`config.mk`:
```
export PLATFORM = sky130hd
export DESIGN_NAME = mash3_shaper
export DESIGN_NICKNAME = d
export VERILOG_FILES = /design/src/rtl/mash3_pkg.sv /design/src/rtl/mash3_accum.sv /design/src/rtl/mash3_recombine.sv /design/src/rtl/mash3_shaper.sv
export SDC_FILE = /design/constraint.sdc
export NUM_CORES = 1
export LEC_CHECK = 0
export BUFFER_PORTS_ARGS = -buffer_cell sky130_fd_sc_hd__buf_2
export CORE_AREA = 2 2 82 84
export CTS_CLUSTER_SIZE = 30
export DETAILED_ROUTE_END_ITERATION = 12
export DIE_AREA = 0 0 84 86
export RECOVER_POWER = 100
export SLEW_MARGIN = 20
export SYNTH_ARGS = -nofsm -noshare
export SYNTH_HDL_FRONTEND = slang
export SYNTH_HIERARCHICAL = 1
export SYNTH_SLANG_ARGS = --single-unit
```
`constraint.sdc`:
```
create_clock -name clk -period 2.9 [get_ports clk]
set_input_delay 0.58 -clock clk [delete_from_list [all_inputs] [get_ports clk]]
set_output_delay 0.58 -clock clk [all_outputs]
set_load 0.005 [all_outputs]
```
`src/rtl/mash3_pkg.sv`:
```
package mash3_pkg;
  localparam int STAGES = 3;
  localparam int CODE_W = 4;
  typedef logic signed [CODE_W-1:0] code_t;
endpackage

```
`src/rtl/mash3_accum.sv`:
```
module mash3_accum #(
  parameter int W = 8
) (
  input  logic         clk,
  input  logic         rst,
  input  logic         en,
  input  logic [W-1:0] addend,
  output logic [W-1:0] sum_q,
  output logic         carry
);
  logic [W:0] ext;

  always_comb begin
    ext   = {1'b0, sum_q} + {1'b0, addend};
    carry = ext[W];
  end

  always_ff @(posedge clk) begin
    if (rst)     sum_q <= '0;
    else if (en) sum_q <= ext[W-1:0];
  end

  // state frozen when no sample is taken
  p_hold_state_r8: assert property (@(posedge clk) disable iff (rst)
    !en |=> $stable(sum_q));
endmodule

```
`src/rtl/mash3_recombine.sv`:
```
module mash3_recombine
  import mash3_pkg::*;
(
  input  logic              clk,
  input  logic              rst,
  input  logic              en,
  input  logic [STAGES-1:0] carry,
  output code_t             code
);
  logic c1_d1, c1_d2, c2_d1, c2_d2, c3_d1, c3_d2;

  always_ff @(posedge clk) begin
    if (rst) begin
      {c1_d1, c1_d2, c2_d1, c2_d2, c3_d1, c3_d2} <= '0;
    end else if (en) begin
      c1_d1 <= carry[0];
      c1_d2 <= c1_d1;
      c2_d1 <= carry[1];
      c2_d2 <= c2_d1;
      c3_d1 <= carry[2];
      c3_d2 <= c3_d1;
    end
  end

  // aligned: c1 two samples late, c2 first difference one late, c3 second difference
  always_comb begin
    code = $signed({3'b000, c1_d2})
         + $signed({3'b000, c2_d1}) - $signed({3'b000, c2_d2})
         + $signed({3'b000, carry[2]}) - $signed({2'b00, c3_d1, 1'b0})
         + $signed({3'b000, c3_d2});
  end

  // merged code bounded
  p_code_range_r5: assert property (@(posedge clk) disable iff (rst)
    en |-> (code >= -4'sd3 && code <= 4'sd4));
endmodule

```
`src/rtl/mash3_shaper.sv`:
```
module mash3_shaper
  import mash3_pkg::*;
#(
  parameter int W = 8
) (
  input  logic         clk,
  input  logic         rst,
  input  logic         in_valid,
  output logic         in_ready,
  input  logic [W-1:0] in_data,
  output logic         out_valid,
  input  logic         out_ready,
  output logic [3:0]   out_data
);
  logic              fire;
  logic [W-1:0]      addend [STAGES];
  logic [W-1:0]      held   [STAGES];
  logic [STAGES-1:0] carry;
  code_t             code;

  assign in_ready = !out_valid || out_ready;
  assign fire     = in_valid && in_ready;

  genvar g;
  generate
    for (g = 0; g < STAGES; g++) begin : g_stage
      if (g == 0) begin : g_head
        assign addend[g] = in_data;
      end else begin : g_tail
        assign addend[g] = held[g-1];
      end
      mash3_accum #(.W(W)) u_acc (
        .clk(clk), .rst(rst), .en(fire),
        .addend(addend[g]), .sum_q(held[g]), .carry(carry[g])
      );
    end
  endgenerate

  mash3_recombine u_rec (
    .clk(clk), .rst(rst), .en(fire), .carry(carry), .code(code)
  );

  always_ff @(posedge clk) begin
    if (rst) begin
      out_valid <= 1'b0;
      out_data  <= '0;
    end else if (fire) begin
      out_valid <= 1'b1;
      out_data  <= code;
    end else if (out_ready) begin
      out_valid <= 1'b0;
    end
  end

  // empty right after reset
  p_reset_empty_r1: assert property (@(posedge clk) disable iff (rst)
    $past(rst) |-> !out_valid);
  // every accepted sample is offered next cycle
  p_accept_valid_r7: assert property (@(posedge clk) disable iff (rst)
    fire |=> out_valid);
  // stalled code held
  p_stall_hold_r8: assert property (@(posedge clk) disable iff (rst)
    (out_valid && !out_ready) |=> (out_valid && $stable(out_data)));
  // offered code in range
  p_out_range_r5: assert property (@(posedge clk) disable iff (rst)
    out_valid |-> ($signed(out_data) >= -4'sd3 && $signed(out_data) <= 4'sd4));
endmodule

```
# After elaboration in Yosys (flattened, before gate mapping)
# Index checks and enable logic that the tools add are counted.
[totals]
reg_bits = 35
inputBits = 12
out_inout_bits = 6
word_cells = 25
[op_classes]
add_sub_neg = 8
n_mux = 2
n_reduce_logical = 4
[ops]
columns = ["operator", "n"]
rows = [
  ["$add A8 B8 Y9", 3],
  ["$add A4 B2 Y4", 2],
  ["$sub A4 B2 Y4", 1],
  ["$sub A4 B3 Y4", 1],
  ["$add A1 B1 Y2", 1],
  ["$mux W1", 2],
  ["$reduce_bool A2 Y1", 1],
  ["$logic_and A1 B1 Y1", 1],
  ["$logic_not A1 Y1", 1],
  ["$logic_or A1 B1 Y1", 1],
]

# Depth between registers and ports, before layout
# Gate-level depths: netlist of the first run.
[depth]
word_depth = 5
ltp_mapped = 12
depth_no_buf = 12

# By module
# The synthesis of the first run kept the hierarchy.
[modules_own_cells]
columns = ["module", "instances", "cells_each", "area_each_um2", "seq_area_each_um2"]
rows = [
  ["mash3_accum at g_stage[0].u_acc ...", 2, 66, 614.3, 160.2],
  ["mash3_accum at g_stage[1].u_acc", 1, 66, 620.6, 160.2],
  ["mash3_recombine", 1, 39, 381.6, 120.1],
  ["mash3_shaper", 1, 23, 225.2, 100.1],
]

# Least setup slack after synthesis of the first run
# No wires, ideal clock.
[synth_path]
kind = "flip-flop to flip-flop"
start = "register g_stage[1].u_acc.sum_q[0]"
end = "register out_data[2]"
setup_time_ps = 70
arrival_time_ps = 2261
required_time_ps = 2830
slack_ps = 569
path_stages_with_launch = 13
n_path_buf = 0
synth_period_minus_slack_ps = 2331
cell_sequence = "dfxtp_1 -> ha_1 -> fa_1 -> nand3_1 -> a32oi_2 -> nand3_1 -> nand2_1 -> fa_1 -> inv_1 -> ha_1 -> xnor2_1 -> nand3_1 -> a21oi_1"
[synth_between]
elab_chain_len = 4
[synth_rtl]
columns = ["element", "line", "source"]
rows = [
  ["start, declared", "mash3_accum.sv:8", "output logic [W-1:0] sum_q,"],
  ["start signal, assigned", "mash3_accum.sv:20", "else if (en) sum_q <= ext[W-1:0];"],
  ["$add A8 B8 Y9", "mash3_accum.sv:14", "ext = {1'b0, sum_q} + {1'b0, addend};"],
  ["net carry[2]", "mash3_shaper.sv:18", "logic [STAGES-1:0] carry;"],
  ["$add A4 B2 Y4", "mash3_recombine.sv:29", "+ $signed({3'b000, carry[2]}) - $signed({2'b00, c3_d1, 1'b0})"],
  ["$sub A4 B3 Y4", "mash3_recombine.sv:29", ""],
  ["$add A4 B2 Y4", "mash3_recombine.sv:30", "+ $signed({3'b000, c3_d2});"],
  ["net code[2]", "mash3_shaper.sv:19", "code_t code;"],
  ["end signal, assigned", "mash3_shaper.sv:49", "out_data <= code;"],
  ["end, declared", "mash3_shaper.sv:13", "output logic [3:0] out_data"],
]
# The timed path passes the listed nets, and every way through them passes these cells.
# A chain may end at the register's enable or synchronous reset.

# Worst setup path after layout of the first run
# Same ends and word-level chain as after synthesis.

==> summary.txt, run 1 <==
Outcome
  – Run status: finished, final reports clean

CTS
  – H-Tree Depth: 2
  – CTS buffer count: 5
  – Number of cells upsized or downsized after cts: 0
  – CTS tree: done
  – Setup bufs post-CTS: 0
  – Hold-fix buffers, CTS: 0
  – Clock transition at path regs: 0.07 ns
  – Number of buffers between clock root and the deepest sink: 2
  – Insertion delay to the later sink of the worst-skew pair: 0.28 ns
  – Cell at the root of the clock tree: clkbuf_8
  – # clock sinks: 35

Drt
  – Remaining antenna violation count after routing: 0
  – Iteration-0 DRC Markers: 61
  – Mean number of vias per cell: 5.11
  – WL per Instance: 11.8 um
  – Number of detailed-route iterations in the first pass: 4
  – Wire length reported by the detailed router: 4190 um
  – Overall via count from detail_route: 1,808
  – Number of DRC violations after detailed routing: 0

Timing
  – Fmax: 0.396 GHz
  – Final-layout worst hold slack: 0.490 ns
  – Maximum clock skew at final layout: 0.00592 ns
  – Final count of hold timing violations: 0
  – Actual transition at the worst max-transition pin: 1.18 ns
  – Post-layout minimum cycle time: 2.53 ns
  – Slew Viols, Final: 0
  – Share of the clock period used by the worst path: 87.1%
  – Headroom to the max-slew limit: 21.6%
  – RSZ-0062 raised after global routing: no
  – Final setup violation count: 0
  – Setup total negative slack: 0 ns

Global route
  – Maximum number of pins on one net before global-route repair: 49
  – Gr ovfl total: 0
  – Global-route wire length before repair: 7160 um
  – Via count of the first global-routing pass: 1,671
  – Initial antenna violation count: 0
  – Global Route Usage Sum: 12.0%

Layout
  – Area used by multi-input combinational logic: 0.00162 mm2
  – Number of non-filler instances in the completed layout: 354
  – Area added between synthesis and finish: 7.44%
  – Area occupied by registers: 701 um2
  – Final Instance Area: 0.00264 mm2
  – Fraction of layout instances using a drive strength above 1: 11.9%
  – NumNets Final: 323
  – Total of fill cells in the finished design: 638
  – Antenna diode instance count: 0

Power
  – Power density over cell area: 464 mW/mm2
  – Worst IR drop on VDD: 0.219 mV
  – Clock share of power: 27.8%
  – Part of the power in registers: 45.0%
  – Net Sw Frac: 31.3%
  – Int Power: 841 uW
  – Portion of total power attributed to combinational logic: 27.2%
  – LEAKAGE: 0.00113 uW
  – Net switching component of the power: 383 uW

Setup path
  – Critical path arrival: 2.73 ns
  – Required @ worst endpoint: 3.10 ns
  – Biggest fanout along the worst timing path: 3
  – Category of the critical setup timing path: flip-flop to flip-flop
  – Kind of end point of the critical path: flip-flop
  – Type of element launching the critical path: flip-flop

Floorplanning
  – Effective utilization at floorplan: 39.1%
  – Number of rows created at floorplan: 29
  – Total die area: 0.00722 mm2
  – Area of the core: 0.00628 mm2
  – Horizontal extent of the die: 84 um
  – I/O Pins: 18
  – Height of the die: 86 um

Hold path
  – Worst min path class: flip-flop to flip-flop

Run
  – # Max-Cap Violations: 0

Yosys
  – #FFs+latches synth: 35
  – Mean post-synth cell area: 9.45 um2
  – Post-synth net total: 307
  – Synth cell types: 31
  – YS warnings: 6
  – Count of mapped cells out of synthesis: 260
  – Fraction of the yosys area taken by sequential cells: 28.5%
  – Post-Syn Area: 0.00246 mm2

Placed design
  – GPL Wtd Cong: 0.774
  – Number of cells after detailed placement: 346
  – Placed Instance Area: 0.00259 mm2
  – Count of port buffers added during placement: 17
  – HPWL Detailed: 3070 um
## logic make-up after synthesis
| group | count (synthesis) | share of synthesized area (%) |
|---|---|---|
| and+or+nand+nor | 57 | 11.3 |
| muxes | 18 | 8.10 |
| xor gates and xnor gates | 16 | 5.71 |
| DFF | 35 | 28.5 |
| AOI/OAI and AO/OA | 76 | 22.6 |
| buffers and inverters | 23 | 4.48 |
| adders and majority gates | 35 | 19.4 |
## power by group through the flow
stage	combinational (uW)	sequential, uW	clock (uW)
final	333	550	340
after global routing	380	556	371
after CTS	341	552	357
after detailed placement	338	563	0
after global placement	335	563	0
after floorplan	287	554	0
## per-stage QoR
stage	worst slack, ns	total power (uW)	util (%)
2_1_floorplan	0.569	841	-
3_3_place_gp	0.449	898	41.2
3_5_place_dp	0.395	901	41.2
4_1_cts	0.373	1250	42.5
5_1_grt	0.150	1310	42.0
6_report	0.375	1220	42.0
## cells in the mapped netlist
library cell	number	area [um2]
a21bo_1	4	40.0
a21o_1	3	22.5
a32oi_2	3	48.8
a41oi_2	3	48.8
fa_1	5	100
nor2_2	3	18.8
o32ai_1	3	26.3
o21bai_1	6	45.0
buf_6	2	22.5
o21ai_1	9	45.0
nand2_1	12	45.0
a211oi_1	6	45.0
mux2_4	3	45.0
inv_1	14	52.6
a31oi_1	1	6.26
mux2i_1	12	120
buf_2	7	35.0
xnor2_1	16	140
nand2b_4	1	13.8
o21ai_0	3	15.0
a211oi_2	3	37.5
nand3_1	10	50.1
a21oi_1	26	130
and2_1	1	6.26
ha_1	30	375
nand2b_1	12	75.1
dfxtp_1	35	701
mux2_1	3	33.8
nor2_1	18	67.6
o22ai_1	5	31.3
o22ai_2	1	12.5
## area by class of cell
| class | count | share of cell area [%] |
|---|---|---|
| Sequential cell | 35 | 26.6 |
| Multi-Input combinational cell | 202 | 61.4 |
| Clock inverter | 1 | 0.190 |
| Timing Repair Buffer | 18 | 3.32 |
| Inverter | 14 | 1.99 |
| Clock buffer | 7 | 2.89 |
| Tap cell | 77 | 3.65 |
## critical path: stages, from the launching register on
cell     delay [ns]
dfxtp_1        0.33
ha_1           0.24
fa_1           0.42
nand3_1        0.12
a32oi_1        0.14
nand3_1        0.12
nand2_1        0.09
fa_1           0.45
inv_1          0.07
ha_1           0.14
xnor2_1        0.12
nand3_1        0.08
a21oi_1        0.13
## flip-flops by register name, summed over array words and instances (netlist names)
name                 flops
u_rec/c3_d1              1
u_rec/c1_d2              1
u_rec/c2_d2              1
out_valid                1
g_stage.u_acc/sum_q     24
u_rec/c2_d1              1
u_rec/c3_d2              1
out_data                 4
u_rec/c1_d1              1
## routing by layer
metal	routed length, um	global-route usage [%]
met5	0	0
met4	15	3.08
met3	121	3.18
met2	1820	19.1
met1	2240	16.1
## worst paths after layout
kind,from,to,slack (ns),cells past startpoint
hold reg to reg,g_stage[2].u_acc/sum_q[2]$_SDFFE_PP0P_,g_stage[2].u_acc/sum_q[2]$_SDFFE_PP0P_,0.49,2
hold / removal,g_stage[2].u_acc/sum_q[2]$_SDFFE_PP0P_,g_stage[2].u_acc/sum_q[2]$_SDFFE_PP0P_,0.49,2
setup reg to reg,g_stage[1].u_acc/sum_q[0]$_SDFFE_PP0P_,out_data[2]$_SDFFE_PP0P_,0.37,12
setup / recovery,g_stage[1].u_acc/sum_q[0]$_SDFFE_PP0P_,out_data[2]$_SDFFE_PP0P_,0.37,12
## placed cells by master, fill, tap and decap left out, drive strengths merged, types with 5 or more instances in the layout
master and n:
o21ai 12, inv 14, nor2 21, fa 5, buf 14, mux2i 12
mux2 6, nand2b 13, ha 30, o22ai 6, xnor2 16, dfxtp 35
o21bai 6, clkbuf 11, nand3 10, a211oi 9, nand2 12, a21oi 26
No activity file was read; power rests on OpenSTA's default activity.
==> run 2, diff against run 1 <==
--- a/config.mk
+++ b/config.mk
@@ -6,13 +6,14 @@
 export NUM_CORES = 1
 export LEC_CHECK = 0
 export BUFFER_PORTS_ARGS = -buffer_cell sky130_fd_sc_hd__buf_2
-export CORE_AREA = 2 2 82 84
+export CORE_AREA = 2 2 81 83
 export CTS_CLUSTER_SIZE = 30
 export DETAILED_ROUTE_END_ITERATION = 12
-export DIE_AREA = 0 0 84 86
+export DIE_AREA = 0 0 83 85
+export MAX_ROUTING_LAYER = met4
+export PLACE_DENSITY = 0.6
 export RECOVER_POWER = 100
 export SLEW_MARGIN = 20
 export SYNTH_ARGS = -nofsm -noshare
 export SYNTH_HDL_FRONTEND = slang
-export SYNTH_HIERARCHICAL = 1
 export SYNTH_SLANG_ARGS = --single-unit
==> run 2 against run 1 <==
Hold slack worse by 0.039 ns. Global-route usage is 4.9 points higher. Final cell count is 9.0% higher. Sequential power is 2% lower. The flow now finishes with violations (negative setup slack). Power is 1.3% higher. Clock-buffer cell count is 1 higher. Highest routed layer unchanged. Non-clock buffer count is 11 higher. Clock power is 17% higher. Wire length is 29% higher.
==> summary.txt, run 2 <==
Placed design
  – Placed Instance Area: 0.00262 mm2
  – HPWL Detailed: 3790 um
  – Count of port buffers added during placement: 17
  – GPL Wtd Cong: 0.786

Yosys
  – Share of synthesized registers carrying an async set or reset: 0%
  – #FFs+latches synth: 35
  – Mean post-synth cell area: 8.53 um2
  – Library cell occupying the most area in the post-synthesis netlist: dfxtp_1
  – Cell types with the largest area share after synthesis: dfxtp_1 29%, ha_1 14%, a21oi_1 5.2%
  – Post-synth EDFFs: 0
  – Fraction of the yosys area taken by sequential cells: 28.9%
  – Area share of the largest cell type after synthesis: 28.9%
  – Post-synth net total: 329
  – Post-Syn Area: 0.00242 mm2
  – Primary flip-flop cell chosen by synthesis mapping: dfxtp_1
  – Synth cell count leaders: 35 x dfxtp_1, 29 x nand2_1, 28 x ha_1
  – Most frequent cell after synthesis: dfxtp_1
  – YS warnings: 0
  – Synth cell types: 61
  – Count of mapped cells out of synthesis: 284

Timing
  – Actual transition at the worst max-transition pin: 1.25 ns
  – Maximum clock skew at final layout: 0.0114 ns
  – RSZ-0062 raised after global routing: yes
  – Setup slack of the critical path after layout: -0.102 ns
  – Slew Viols, Final: 0
  – Post-layout minimum cycle time: 3.00 ns
  – Final setup violation count: 2
  – Final count of hold timing violations: 0
  – Share of the clock period used by the worst path: 104%
  – Headroom to the max-slew limit: 16.5%
  – Fmax: 0.333 GHz

Setup path
  – Biggest fanout along the worst timing path: 2
  – Critical path buffer and inverter count: 2
  – Number of cells on the worst reg-to-reg path: 13
  – Kind of end point of the critical path: flip-flop
  – Crit path top cell by count: ha_4
  – Top cell family by delay on the critical path: adder cells
  – Delay of the slowest cell on the worst path: 0.48 ns
  – Critical path arrival: 3.22 ns
  – Ordered cell list for the critical path: ha_4 > fa_2 > a21o_1 > a221oi_2 > o21bai_1 > a21oi_1 > ha_2 > inv_2 > fa_1 > ha_4 > inv_2 > ha_4 > a211oi_2
  – Slowest cell on the critical path: fa_1
  – Worst path depth: 13
  – Type of element launching the critical path: flip-flop
  – Category of the critical setup timing path: flip-flop to flip-flop
  – Required @ worst endpoint: 3.12 ns

Power
  – LEAKAGE: 0.00121 uW
  – Power density over cell area: 447 mW/mm2
  – Worst IR drop on VDD: 0.279 mV
  – Total Power: 1240 uW

Drt
  – Number of DRC violations after detailed routing: 0
  – Remaining antenna violation count after routing: 0
  – Wire length reported by the detailed router: 5400 um
  – Mean number of vias per cell: 5.52
  – Overall via count from detail_route: 2,129
  – Number of detailed-route iterations in the first pass: 6
  – Iteration-0 DRC Markers: 148
  – WL per Instance: 14.0 um

Layout
  – Area added between synthesis and finish: 14.4%
  – Final standard cell utilization of the core: 44.7%
  – Highest-count cells in the layout ignoring fill and taps: 33 x dfxtp_1, 29 x nand2_1, 25 x a21oi_1, 24 x ha_1, 18 x nor2_1
  – Final Instance Area: 0.00277 mm2
  – Antenna diode instance count: 0
  – Largest register FFs: 24
  – Fraction of layout instances using a drive strength above 1: 19.4%
  – Most common cell after layout, fill and taps aside: dfxtp_1
  – Most flops, register: g_stage.u_acc.sum_q
  – NumNets Final: 353
  – Leading registers by flop count: g_stage.u_acc.sum_q (24), out_data (4)
  – Total of fill cells in the finished design: 616

CTS
  – Hold-fix buffers, CTS: 0
  – CTS tree: done
  – Number of buffers between clock root and the deepest sink: 2
  – Clock transition at path regs: 0.07 ns
  – CTS buffer count: 5
  – Cell at the root of the clock tree: clkbuf_8
  – # clock sinks: 35
  – H-Tree Depth: 2
  – Insertion delay to the later sink of the worst-skew pair: 0.29 ns

Global route
  – Via count of the first global-routing pass: 2,016
  – Maximum number of pins on one net before global-route repair: 37
  – Gr ovfl total: 0
  – Global-route wire length before repair: 9430 um
  – Initial antenna violation count: 0
  – Global Route Usage Sum: 16.8%

Floorplanning
  – Effective utilization at floorplan: 39.0%
  – Horizontal extent of the die: 83 um
  – Height of the die: 85 um
  – Total die area: 0.00706 mm2
  – Area of the core: 0.00620 mm2
  – Number of rows created at floorplan: 29
  – I/O Pins: 18

Hold path
  – Worst hold stages: 2
  – Worst min path class: flip-flop to flip-flop

Outcome
  – Run status: finished, violations left
  – Failing checks: negative setup slack

Run
  – # Max-Cap Violations: 0
==> run 2: changes by cell type after synthesis, moves of 4 or more <==
cell | before | now
xnor2_1 | 16 | 3
mux2i_1 | 12 | 0
nand2b_1 | 12 | 5
nor3_1 | 0 | 4
o22ai_1 | 5 | 0
a21bo_1 | 4 | 0
o21ai_0 | 3 | 8
o21a_1 | 0 | 5
o21bai_1 | 6 | 1
nor4_1 | 0 | 4
a211o_1 | 0 | 7
o21ai_1 | 9 | 1
a21o_1 | 3 | 7
nand2_1 | 12 | 29
==> run 2: area by class of cell <==
cell class	count	area [um2]	area share, %
flip-flops and latches	35	703	25.4
repair buffers	29	171	6.19
multi-input cells	219	1630	58.9
well taps	77	96.3	3.48
clock buffers	8	100	3.61
inverters	18	68.8	2.48
==> run 2: final timing paths <==
path / startpoint / end / slack [ns]
min reg2reg: out_data[1]$_SDFFE_PP0P_ / out_data[1]$_SDFFE_PP0P_ / 0.45
min: out_data[1]$_SDFFE_PP0P_ / out_data[1]$_SDFFE_PP0P_ / 0.45
max reg2reg: g_stage[2].u_acc.sum_q[0]$_SDFFE_PP0P_ / out_data[2]$_SDFFE_PP0P_ / -0.10
max: g_stage[2].u_acc.sum_q[0]$_SDFFE_PP0P_ / out_data[2]$_SDFFE_PP0P_ / -0.10
==> run 2: cells by family (layout without fill, tap and decap cells) <==
| logic type | Yosys count | in the layout | synth area share, % |
|---|---|---|---|
| buffers and inverters | 30 | 55 | 5.53 |
| adder cells (fa/ha/maj) | 33 | 33 | 18.6 |
| flip-flops | 35 | 35 | 28.9 |
| AO/OA/AOI/OAI | 92 | 92 | 27.4 |
| XOR/XNOR | 4 | 4 | 1.45 |
| AND/OR/NAND/NOR | 90 | 90 | 18.1 |
==> run 2: repair_timing <==
item / 4_1_cts / 5_1_grt
pin swaps: 1 / 10
buffers inserted: 0 / 2
endpoints found under the setup margin: 2 / 3
resized for setup: 1 / 12
==> run 2: through the flow <==
stage,hold WS [ns],setup TNS (ns),setup WS (ns),instances
floorplan,0.432,-0.00480,-0.00480,284
global placement,0.446,-0.0287,-0.0287,376
detailed placement,0.448,-0.130,-0.122,376
CTS,0.458,-0.104,-0.104,384
global route,0.470,-0.512,-0.231,386
finish,0.452,-0.146,-0.102,386
==> run 2: power by group <==
group | total, uW | internal (uW) | switching [uW]
Combinational | 302 | 131 | 171
Clock | 398 | 217 | 181
Sequential | 540 | 514 | 25.7
Total | 1240 | 862 | 377
==> run 2: routing by layer <==
metal  part of all wire [%]  global-route usage (%)  vias up  wire (um)
met5                      0                       -        -          0
met4                   0.69                    5.37        0         37
met3                    3.0                    2.92        4        162
met2                     46                    26.3       30       2470
met1                     51                    22.3      997       2730
li1                       -                       -     1098          -
==> run 2: tightest hold or removal path: stages (launching register included) <==
cell	delay [ns]
dfxtp_1	0.31
nand2_1	0.05
a21oi_1	0.05
